==> config.mk <==
export PLATFORM = sky130hd
export DESIGN_NAME = npc_unit
export DESIGN_NICKNAME = d
export VERILOG_FILES = /design/src/rtl/npc_pkg.sv /design/src/rtl/npc_cond.sv /design/src/rtl/npc_target.sv /design/src/rtl/npc_unit.sv
export SDC_FILE = /design/constraint.sdc
export NUM_CORES = 1
export LEC_CHECK = 0
export BUFFER_PORTS_ARGS = -buffer_cell sky130_fd_sc_hd__buf_2
export CAP_MARGIN = 20
export CORE_MARGIN = 1
export CORE_UTILIZATION = 41
export DETAILED_ROUTE_END_ITERATION = 6
export MAX_ROUTING_LAYER = met4
export PLACE_DENSITY = 0.7
export SYNTH_ARGS = -nofsm -noshare
export SYNTH_HDL_FRONTEND = slang
export SYNTH_SLANG_ARGS = --single-unit
==> constraint.sdc <==
create_clock -name clk -period 4.2 [get_ports clk]
set_input_delay 1.05 -clock clk [delete_from_list [all_inputs] [get_ports clk]]
set_output_delay 1.05 -clock clk [all_outputs]
set_load 0.05 [all_outputs]
==> src/rtl/npc_pkg.sv <==
package npc_pkg;

    localparam int XLEN = 32;
    localparam int OFFW = 16;
    localparam int JFW  = 26;
    localparam int KW   = 4;

    typedef enum logic [KW-1:0] {
        K_SEQ   = 4'd0,
        K_BEQ   = 4'd1,
        K_BNE   = 4'd2,
        K_BLEZ  = 4'd3,
        K_BGTZ  = 4'd4,
        K_BLTZ  = 4'd5,
        K_BGEZ  = 4'd6,
        K_BLTZL = 4'd7,
        K_BGEZL = 4'd8,
        K_JDIR  = 4'd9,
        K_JLNK  = 4'd10,
        K_JREG  = 4'd11
    } flow_kind_e;

    typedef struct packed {
        logic            vld;
        logic [XLEN-1:0] npc;
        logic            taken;
        logic            lwe;
        logic [XLEN-1:0] lval;
    } npc_state_t;

endpackage

==> src/rtl/npc_cond.sv <==
module npc_cond
    import npc_pkg::*;
#(
    parameter int W = XLEN
) (
    input  logic [KW-1:0] kind,
    input  logic [W-1:0]  opa,
    input  logic [W-1:0]  opb,
    output logic          redirect,
    output logic          link
);

    logic neg;
    logic zer;
    logic same;

    assign neg  = opa[W-1];
    assign zer  = (opa == '0);
    assign same = (opa == opb);

    always_comb begin
        redirect = 1'b0;
        link     = 1'b0;
        case (kind)
            K_BEQ:   redirect = same;
            K_BNE:   redirect = !same;
            K_BLEZ:  redirect = neg | zer;
            K_BGTZ:  redirect = !neg & !zer;
            K_BLTZ:  redirect = neg;
            K_BGEZ:  redirect = !neg;
            K_BLTZL: begin
                redirect = neg;
                link     = neg;
            end
            K_BGEZL: begin
                redirect = !neg;
                link     = !neg;
            end
            K_JDIR:  redirect = 1'b1;
            K_JLNK:  begin
                redirect = 1'b1;
                link     = 1'b1;
            end
            K_JREG:  redirect = 1'b1;
            default: begin
                redirect = 1'b0;
                link     = 1'b0;
            end
        endcase
    end

    // a link write without a redirect is never produced
    always_comb begin
        a_r7_link_implies_redirect: assert (!link || redirect);
    end

endmodule

==> src/rtl/npc_target.sv <==
module npc_target
    import npc_pkg::*;
#(
    parameter int W  = XLEN,
    parameter int OW = OFFW,
    parameter int JW = JFW
) (
    input  logic [W-1:0]  pc,
    input  logic [OW-1:0] boff,
    input  logic [JW-1:0] jfield,
    output logic [W-1:0]  pc4,
    output logic [W-1:0]  br_tgt,
    output logic [W-1:0]  jd_tgt
);

    localparam int SHL   = 2;
    localparam int EXT_W = W - OW - SHL;
    localparam int REG_W = W - JW - SHL;

    logic [W-1:0] disp;

    assign pc4    = pc + {{(W-3){1'b0}}, 3'b100};
    assign disp   = {{EXT_W{boff[OW-1]}}, boff, {SHL{1'b0}}};
    assign br_tgt = pc4 + disp;
    assign jd_tgt = {pc4[W-1 -: REG_W], jfield, {SHL{1'b0}}};

endmodule

==> src/rtl/npc_unit.sv <==
module npc_unit
    import npc_pkg::*;
(
    input  logic            clk,
    input  logic            rst_n,
    input  logic            in_valid,
    input  logic [31:0]     pc_i,
    input  logic [3:0]      kind_i,
    input  logic [31:0]     opa_i,
    input  logic [31:0]     opb_i,
    input  logic [15:0]     boff_i,
    input  logic [25:0]     jfield_i,
    input  logic [31:0]     jreg_i,
    output logic            out_valid,
    output logic [31:0]     npc_o,
    output logic            taken_o,
    output logic            link_we_o,
    output logic [31:0]     link_val_o
);

    logic [XLEN-1:0] pc4;
    logic [XLEN-1:0] br_tgt;
    logic [XLEN-1:0] jd_tgt;
    logic            redirect;
    logic            link;
    npc_state_t      st_d;
    npc_state_t      st_q;

    npc_cond #(.W(XLEN)) u_cond (
        .kind     (kind_i),
        .opa      (opa_i),
        .opb      (opb_i),
        .redirect (redirect),
        .link     (link)
    );

    npc_target #(.W(XLEN), .OW(OFFW), .JW(JFW)) u_tgt (
        .pc     (pc_i),
        .boff   (boff_i),
        .jfield (jfield_i),
        .pc4    (pc4),
        .br_tgt (br_tgt),
        .jd_tgt (jd_tgt)
    );

    always_comb begin
        st_d       = st_q;
        st_d.vld   = in_valid;
        st_d.taken = 1'b0;
        st_d.lwe   = 1'b0;
        if (in_valid) begin
            st_d.lval  = pc4;
            st_d.taken = redirect;
            st_d.lwe   = link;
            if (!redirect) begin
                st_d.npc = pc4;
            end else begin
                case (kind_i)
                    K_JDIR, K_JLNK: st_d.npc = jd_tgt;
                    K_JREG:         st_d.npc = jreg_i;
                    default:        st_d.npc = br_tgt;
                endcase
            end
        end
    end

    always_ff @(posedge clk) begin
        if (!rst_n) begin
            st_q <= '0;
        end else begin
            st_q <= st_d;
        end
    end

    assign out_valid  = st_q.vld;
    assign npc_o      = st_q.npc;
    assign taken_o    = st_q.taken;
    assign link_we_o  = st_q.lwe;
    assign link_val_o = st_q.lval;

    // idle cycles carry no redirect and no link write
    a_r2_idle_quiet: assert property (@(posedge clk) disable iff (!rst_n)
        !out_valid |-> (!taken_o && !link_we_o));

    // a straight-line result is the next word
    a_r3_seq_step: assert property (@(posedge clk) disable iff (!rst_n)
        (out_valid && !taken_o) |-> (npc_o == $past(pc_i) + 32'd4));

    // equality branch decision follows the operands
    a_r4_beq_decision: assert property (@(posedge clk) disable iff (!rst_n)
        (out_valid && $past(kind_i) == K_BEQ) |-> (taken_o == ($past(opa_i) == $past(opb_i))));

    // link write only on a taken operation
    a_r7_link_taken: assert property (@(posedge clk) disable iff (!rst_n)
        link_we_o |-> taken_o);

    // direct jumps stay in the region of the sequential address
    a_r8_jump_region: assert property (@(posedge clk) disable iff (!rst_n)
        (out_valid && ($past(kind_i) == K_JDIR || $past(kind_i) == K_JLNK))
        |-> (npc_o[31:28] == ($past(pc_i) + 32'd4) >> 28 && link_we_o == ($past(kind_i) == K_JLNK)));

    // register jump takes the operand unchanged
    a_r9_jreg_target: assert property (@(posedge clk) disable iff (!rst_n)
        (out_valid && $past(kind_i) == K_JREG) |-> (npc_o == $past(jreg_i) && taken_o && !link_we_o));

    // return address is the next word
    a_r10_link_value: assert property (@(posedge clk) disable iff (!rst_n)
        out_valid |-> (link_val_o == $past(pc_i) + 32'd4));

endmodule

### Word-level counts from Yosys, hierarchy flattened

Index checks and enable logic that the tools add are counted.

| word-level totals | value |
|---|---|
| register bits after elaboration | 67 |
| output and inout bits | 67 |
| word-level logic and storage cells | 34 |

| cells by class | value |
|---|---|
| add/subtract/negate cells | 2 |
| equality and inequality tests | 12 |
| multiplexer cells | 4 |
| bitwise logic cells | 2 |
| reductions and logical operators | 9 |

Operators by type and width:

| kind | count |
|---|---|
| $pmux W32 S2 | 1 |
| $add A32 B3 Y32 const B | 1 |
| $add A32 B32 Y32 | 1 |
| $eq A32 B32 Y1 | 1 |
| $logic_not A32 Y1 | 1 |
| $mux W32 | 1 |
| $eq A4 B3 Y1 const B | 4 |
| $eq A4 B4 Y1 const B | 4 |
| $eq A4 B2 Y1 const B | 2 |
| $pmux W1 S7 | 1 |
| $reduce_or A2 Y1 | 3 |
| $eq A4 B1 Y1 const B | 1 |
| $logic_not A1 Y1 | 3 |
| $pmux W1 S3 | 1 |
| $reduce_or A3 Y1 | 1 |
| $reduce_and A2 Y1 | 1 |
| $and A1 B1 Y1 | 1 |
| $or A1 B1 Y1 | 1 |

### Logic depth before layout (Yosys ltp)

| depth | value |
|---|---|
| depth in word-level cells | 5 |
| mapped depth | 16 |
| depth with buffers taken out | 15 |

### Cells and area by module

Synthesis repeated with hierarchy kept, for this count alone.

| unflattened totals | value |
|---|---|
| cell total of the unflattened synthesis | 845 |
| area, all modules | 6,676.4 um^2 |

Modules (own cells, without submodules):

| module | times used | cells an instance | area each (um^2) | seq. area each (um^2) |
|---|---|---|---|---|
| npc_unit | 1 | 435 | 3,657.3 | 1,341.3 |
| npc_target | 1 | 337 | 2,453.6 | 0.0 |
| npc_cond | 1 | 73 | 565.5 | 0.0 |

### Least setup slack after synthesis

Ideal clock, no wire load.

| timing | value |
|---|---|
| kind | in2reg |
| start point | input pc_i[2] |
| end point | register st_q, in the netlist npc_o[30] |
| setup time | 146 ps |
| arrival | 3,766 ps |
| path slack | 288 ps |
| stages | 16 |
| path buffers | 1 |
| path through | ha_1 -> and4_1 -> and4_1 -> and3_1 -> nand2_1 -> xnor2_1 -> ha_1 -> clkbuf_1 -> nand2_1 -> nor2_1 -> o21ai_0 -> a21oi_1 -> nor4_1 -> mux2_2 -> o21ai_0 -> a41oi_1 |

| between the ends | value |
|---|---|
| longest elaborated chain between the ends | 4 |

Ends and longest elaborated chain:

| element | line | RTL |
|---|---|---|
| start, declared | npc_unit.sv:7 | `input logic [31:0] pc_i,` |
| $add A32 B3 Y32 | npc_target.sv:22 | `assign pc4 = pc + {{(W-3){1'b0}}, 3'b100};` |
| net pc4[24] | npc_unit.sv:21 | `logic [XLEN-1:0] pc4;` |
| $add A32 B32 Y32 | npc_target.sv:24 | `assign br_tgt = pc4 + disp;` |
| $pmux W32 S2 | npc_unit.sv:58 | `case (kind_i)` |
| $mux W32 | npc_unit.sv:55 | `if (!redirect) begin` |
| end signal, assigned | npc_unit.sv:71 | `st_q <= st_d;` |
| end, declared | npc_unit.sv:27 | `npc_state_t st_q;` |

The timed path passes the listed nets, and every way through them passes these cells.
A chain may end at the register's enable or synchronous reset.

### Final worst setup path

| timing | value |
|---|---|
| start point | input pc_i[2] |
| end point | register st_q, in the netlist npc_o[30] |

| between the ends | value |
|---|---|
| longest elaborated chain between the ends | 4 |

Ends and longest elaborated chain:

| element | line | RTL |
|---|---|---|
| $add A32 B3 Y32 | npc_target.sv:22 |  |
| net jd_tgt[28] | npc_unit.sv:23 | `logic [XLEN-1:0] jd_tgt;` |
| $add A32 B32 Y32 | npc_target.sv:24 |  |
| $pmux W32 S2 | npc_unit.sv:58 |  |
| $mux W32 | npc_unit.sv:55 |  |

The timed path passes the listed nets, and every way through them passes these cells.

==> summary.txt <==
Power and ir drop
  • Power density cells: 318 nW/um2
  • Leakage power summed over all cells: 3.85 nW
  • Tot Pwr: 2.58 mW
  • VDD IR max: 0.195 mV

Floorplan
  • Area of the placeable core: 13,500 um2
  • DIE WIDTH: 121 um
  • Height of the die: 121 um
  • Num rows: 42
  • Floorplan die area: 14,500 um2
  • Initial core utilization: 42.8%
  • IO Pins: 244

Final layout
  • Synthesis-to-layout area growth: 41.0%
  • Non-filler instance count after layout: 1,247
  • Number of fill cells: 1,329
  • Layout net count: 1,280
  • Cell area after layout: 8120 um2
  • Number of antenna cells inserted: 0
  • Fraction of final layout cells sized beyond drive strength 1: 35.7%
  • Commonest cells after routing, fill and taps aside: 243 x buf_2, 98 x buf_4, 94 x nor2_1
  • Most common library cell in the layout ignoring fill and taps: buf_2

Drt
  • Aggregate routed wire length: 21,600 um
  • Count of nets left with antenna violations after detail routing: 0
  • Post-route DRC: 2
  • Ratio of routed vias to standard cells: 5.70
  • Total via count in the routed design: 7,109
  • Number of DRC violations after detailed-routing iteration 0: 677
  • Final routed wire length divided by cell count: 17.3 um
  • Detailed Routing Iterations Pass 1: 7

GRT
  • Via count of the first global-routing pass: 6,616
  • Global route hottest layer: met2
  • Total congestion overflow: 0
  • Global Route met3 Usage: 4.25%
  • Met2 usage: 46.5%
  • Global router's overall resource usage: 30.0%
  • Maximum number of pins on one net before global-route repair: 56
  • Met1 usage: 41.1%
  • Initial antenna violation count: 0
  • First-pass GRT wire length: 33,500 um

Placement
  • Global placement routability congestion: 0.937
  • Final HPWL DP: 17,000 um
  • Pre-CTS WS: -0.165 ns
  • IO Port Bufs: 243
  • Area after DPL: 7760 um2
  • Total instance count after detailed placement: 1,231

Min path
  • Hold Path Depth: 2
  • Hold Crit Class: flip-flop to flip-flop

Worst setup path
  • Worst stage delay on the critical path: 0.36 ns
  • Critical-path cell list: buf_2, ha_1, and4_1, and4_2, and3_1, nand3_1, xnor2_1, ha_1, and2_1, nand4_1, nor2_1, o21ai_0, mux2_2, o21ai_0, a41oi_1
  • CP Class: input port to flip-flop
  • R2R depth: 5
  • CP arrival: 4.17 ns
  • CP endpoint kind: flip-flop
  • Highest net fanout along the worst path: 4
  • Crit start category: input port
  • WP data required: 4.41 ns
  • Slowest stage cell, crit path: mux2_2

Synthesis
  • Portion of the post-synthesis area used by sequential elements: 23.3%
  • Cell types occupying the most area after synthesis: dfxtp_1 23%, ha_1 7.8%, xor2_1 7.6%
  • Mapped cell area: 5760 um2
  • Number of register bits inferred by synthesis: 67
  • Gate count after technology mapping: 752
  • Warning count from the yosys run: 0
  • Share of the synthesized area in the top cell type: 23.3%
  • Async S/R FF share, synth: 0%
  • Post-synth top flop: dfxtp_1
  • Post-synthesis average cell area: 7.66 um2
  • EDFF count, synth: 0
  • Count of different cell masters after synthesis: 73
  • Net Count, Synth: 966
  • Library cell occupying the most area in the post-synthesis netlist: dfxtp_1

Timing
  • Post-Route Skew: 0 ns
  • Fmax: 0.252 GHz
  • Setup ws final: 0.238 ns
  • Number of pins with negative max-slew slack in the final report: 0
  • Number of hold-slack violations in the final timing report: 0
  • Number of setup violations in the final report: 0
  • Slew at the pin closest to its max-slew limit: 0.754 ns
  • Final worst-path cycle share: 94.3%
  • Post-layout minimum cycle time: 3.96 ns
  • Worst hold slack across all endpoints: 0.460 ns
  • Rel. slew slack: 49.7%

Outcome
  • Violations in the final reports: DRC
  • Status: finished with violations

CTS
  • Clock tree sinks: 67
  • Deepest clock path buffer count: 2
  • Clock latency of the later-clocked register in the worst-skew pair: 0.33 ns
  • TritonCTS clock tree: built
  • Maximum level of the CTS H-tree: 3
  • CTS clk-pin slew, worst paths: 0.06 ns
  • Cell at the root of the clock tree: clkbuf_16
  • Hold bufs inserted after CTS: 0
  • Clock buffers created by TritonCTS: 9

Job
  • Max_cap viols: 0
sequential cells by signal, summed over array words and instances, names as in the netlist:
name	cells
link_we_o	1
taken_o	1
link_val_o	32
npc_o	32
out_valid	1
synth_stat cells, types with 5 or more instances:
library cell   n
nand4_1       22
a211oi_1      26
a222oi_1      18
a22o_1         9
o21a_1         6
nand2b_1       5
a221oi_1       5
and4_1         8
nand3_1       19
and2_1         6
o21ai_0       41
nor2_1        95
a41oi_1        5
o21ai_1        7
dfxtp_1       67
nand2_1       58
nor3_1        24
a21oi_1       46
clkbuf_1      25
xnor2_1       29
nor4_1        19
ha_1          36
and3_1         6
buf_2          8
inv_1         19
a22oi_1        9
a21o_1        15
xor2_1        50
final timing paths:
path	from	slack [ns]	end
max	pc_i[2]	0.24	npc_o[30]$_SDFFE_PN0P_
min	npc_o[13]$_SDFFE_PN0P_	0.46	npc_o[13]$_SDFFE_PN0P_
max reg2reg	npc_o[31]$_SDFFE_PN0P_	3.11	npc_o[31]$_SDFFE_PN0P_
min reg2reg	npc_o[13]$_SDFFE_PN0P_	0.46	npc_o[13]$_SDFFE_PN0P_
report_power, final:
group / switching (mW) / internal, mW
Clock: 0.303 / 0.521
Sequential: 0.0277 / 0.689
Combinational: 0.636 / 0.406
Total: 0.967 / 1.62
worst max-delay path, delay by kind of cell:
family / cells / cell delay [ns]
compound gates: 3 / 0.50
xor+xnor: 1 / 0.35
fa+ha+maj: 2 / 0.48
buf+inv: 1 / 0.10
mux: 1 / 0.36
simple gates: 7 / 1.33
per-layer routing:
metal	routed length, um	up-vias
met5	0	-
met4	352	0
met3	1710	26
met2	9700	338
met1	9830	3294
li1	-	3451
stage by stage:
stage          utilization, %   TNS, ns
2_1_floorplan               -         0
3_3_place_gp             57.7    -0.234
3_5_place_dp             57.7    -0.330
4_1_cts                  60.1         0
5_1_grt                  60.4  -0.00177
6_report                 60.4         0
layout make-up:
cell class                      instances  area (um2)  share of cell area, %
Inverter                               22        82.6                   1.02
Timing Repair Buffer                  341        1950                   24.0
Clock buffer                           10         229                   2.82
Multi-Input combinational cell        625        4210                   51.8
Clock inverter                          6        90.1                   1.11
Tap cell                              176         220                   2.71
Sequential cell                        67        1340                   16.5
cell families (layout without fill, tap and decap cells):
kind of cell,Yosys count,in the layout,share of synthesized area [%]
and+or+nand+nor,285,285,24.5
AOI/OAI and AO/OA,217,217,26.3
xor gates and xnor gates,80,80,12.3
DFF,67,67,23.3
buffers and inverters,60,379,4.41
adders and majority gates,37,37,8.17
muxes,6,6,1.09
repair_timing:
action | in CTS | in global routing
resized for setup | 0 | 8
endpoints found under the setup margin | 0 | 4
setup buffers | 0 | 0
Note: power is estimated with default switching activity, not from simulation.
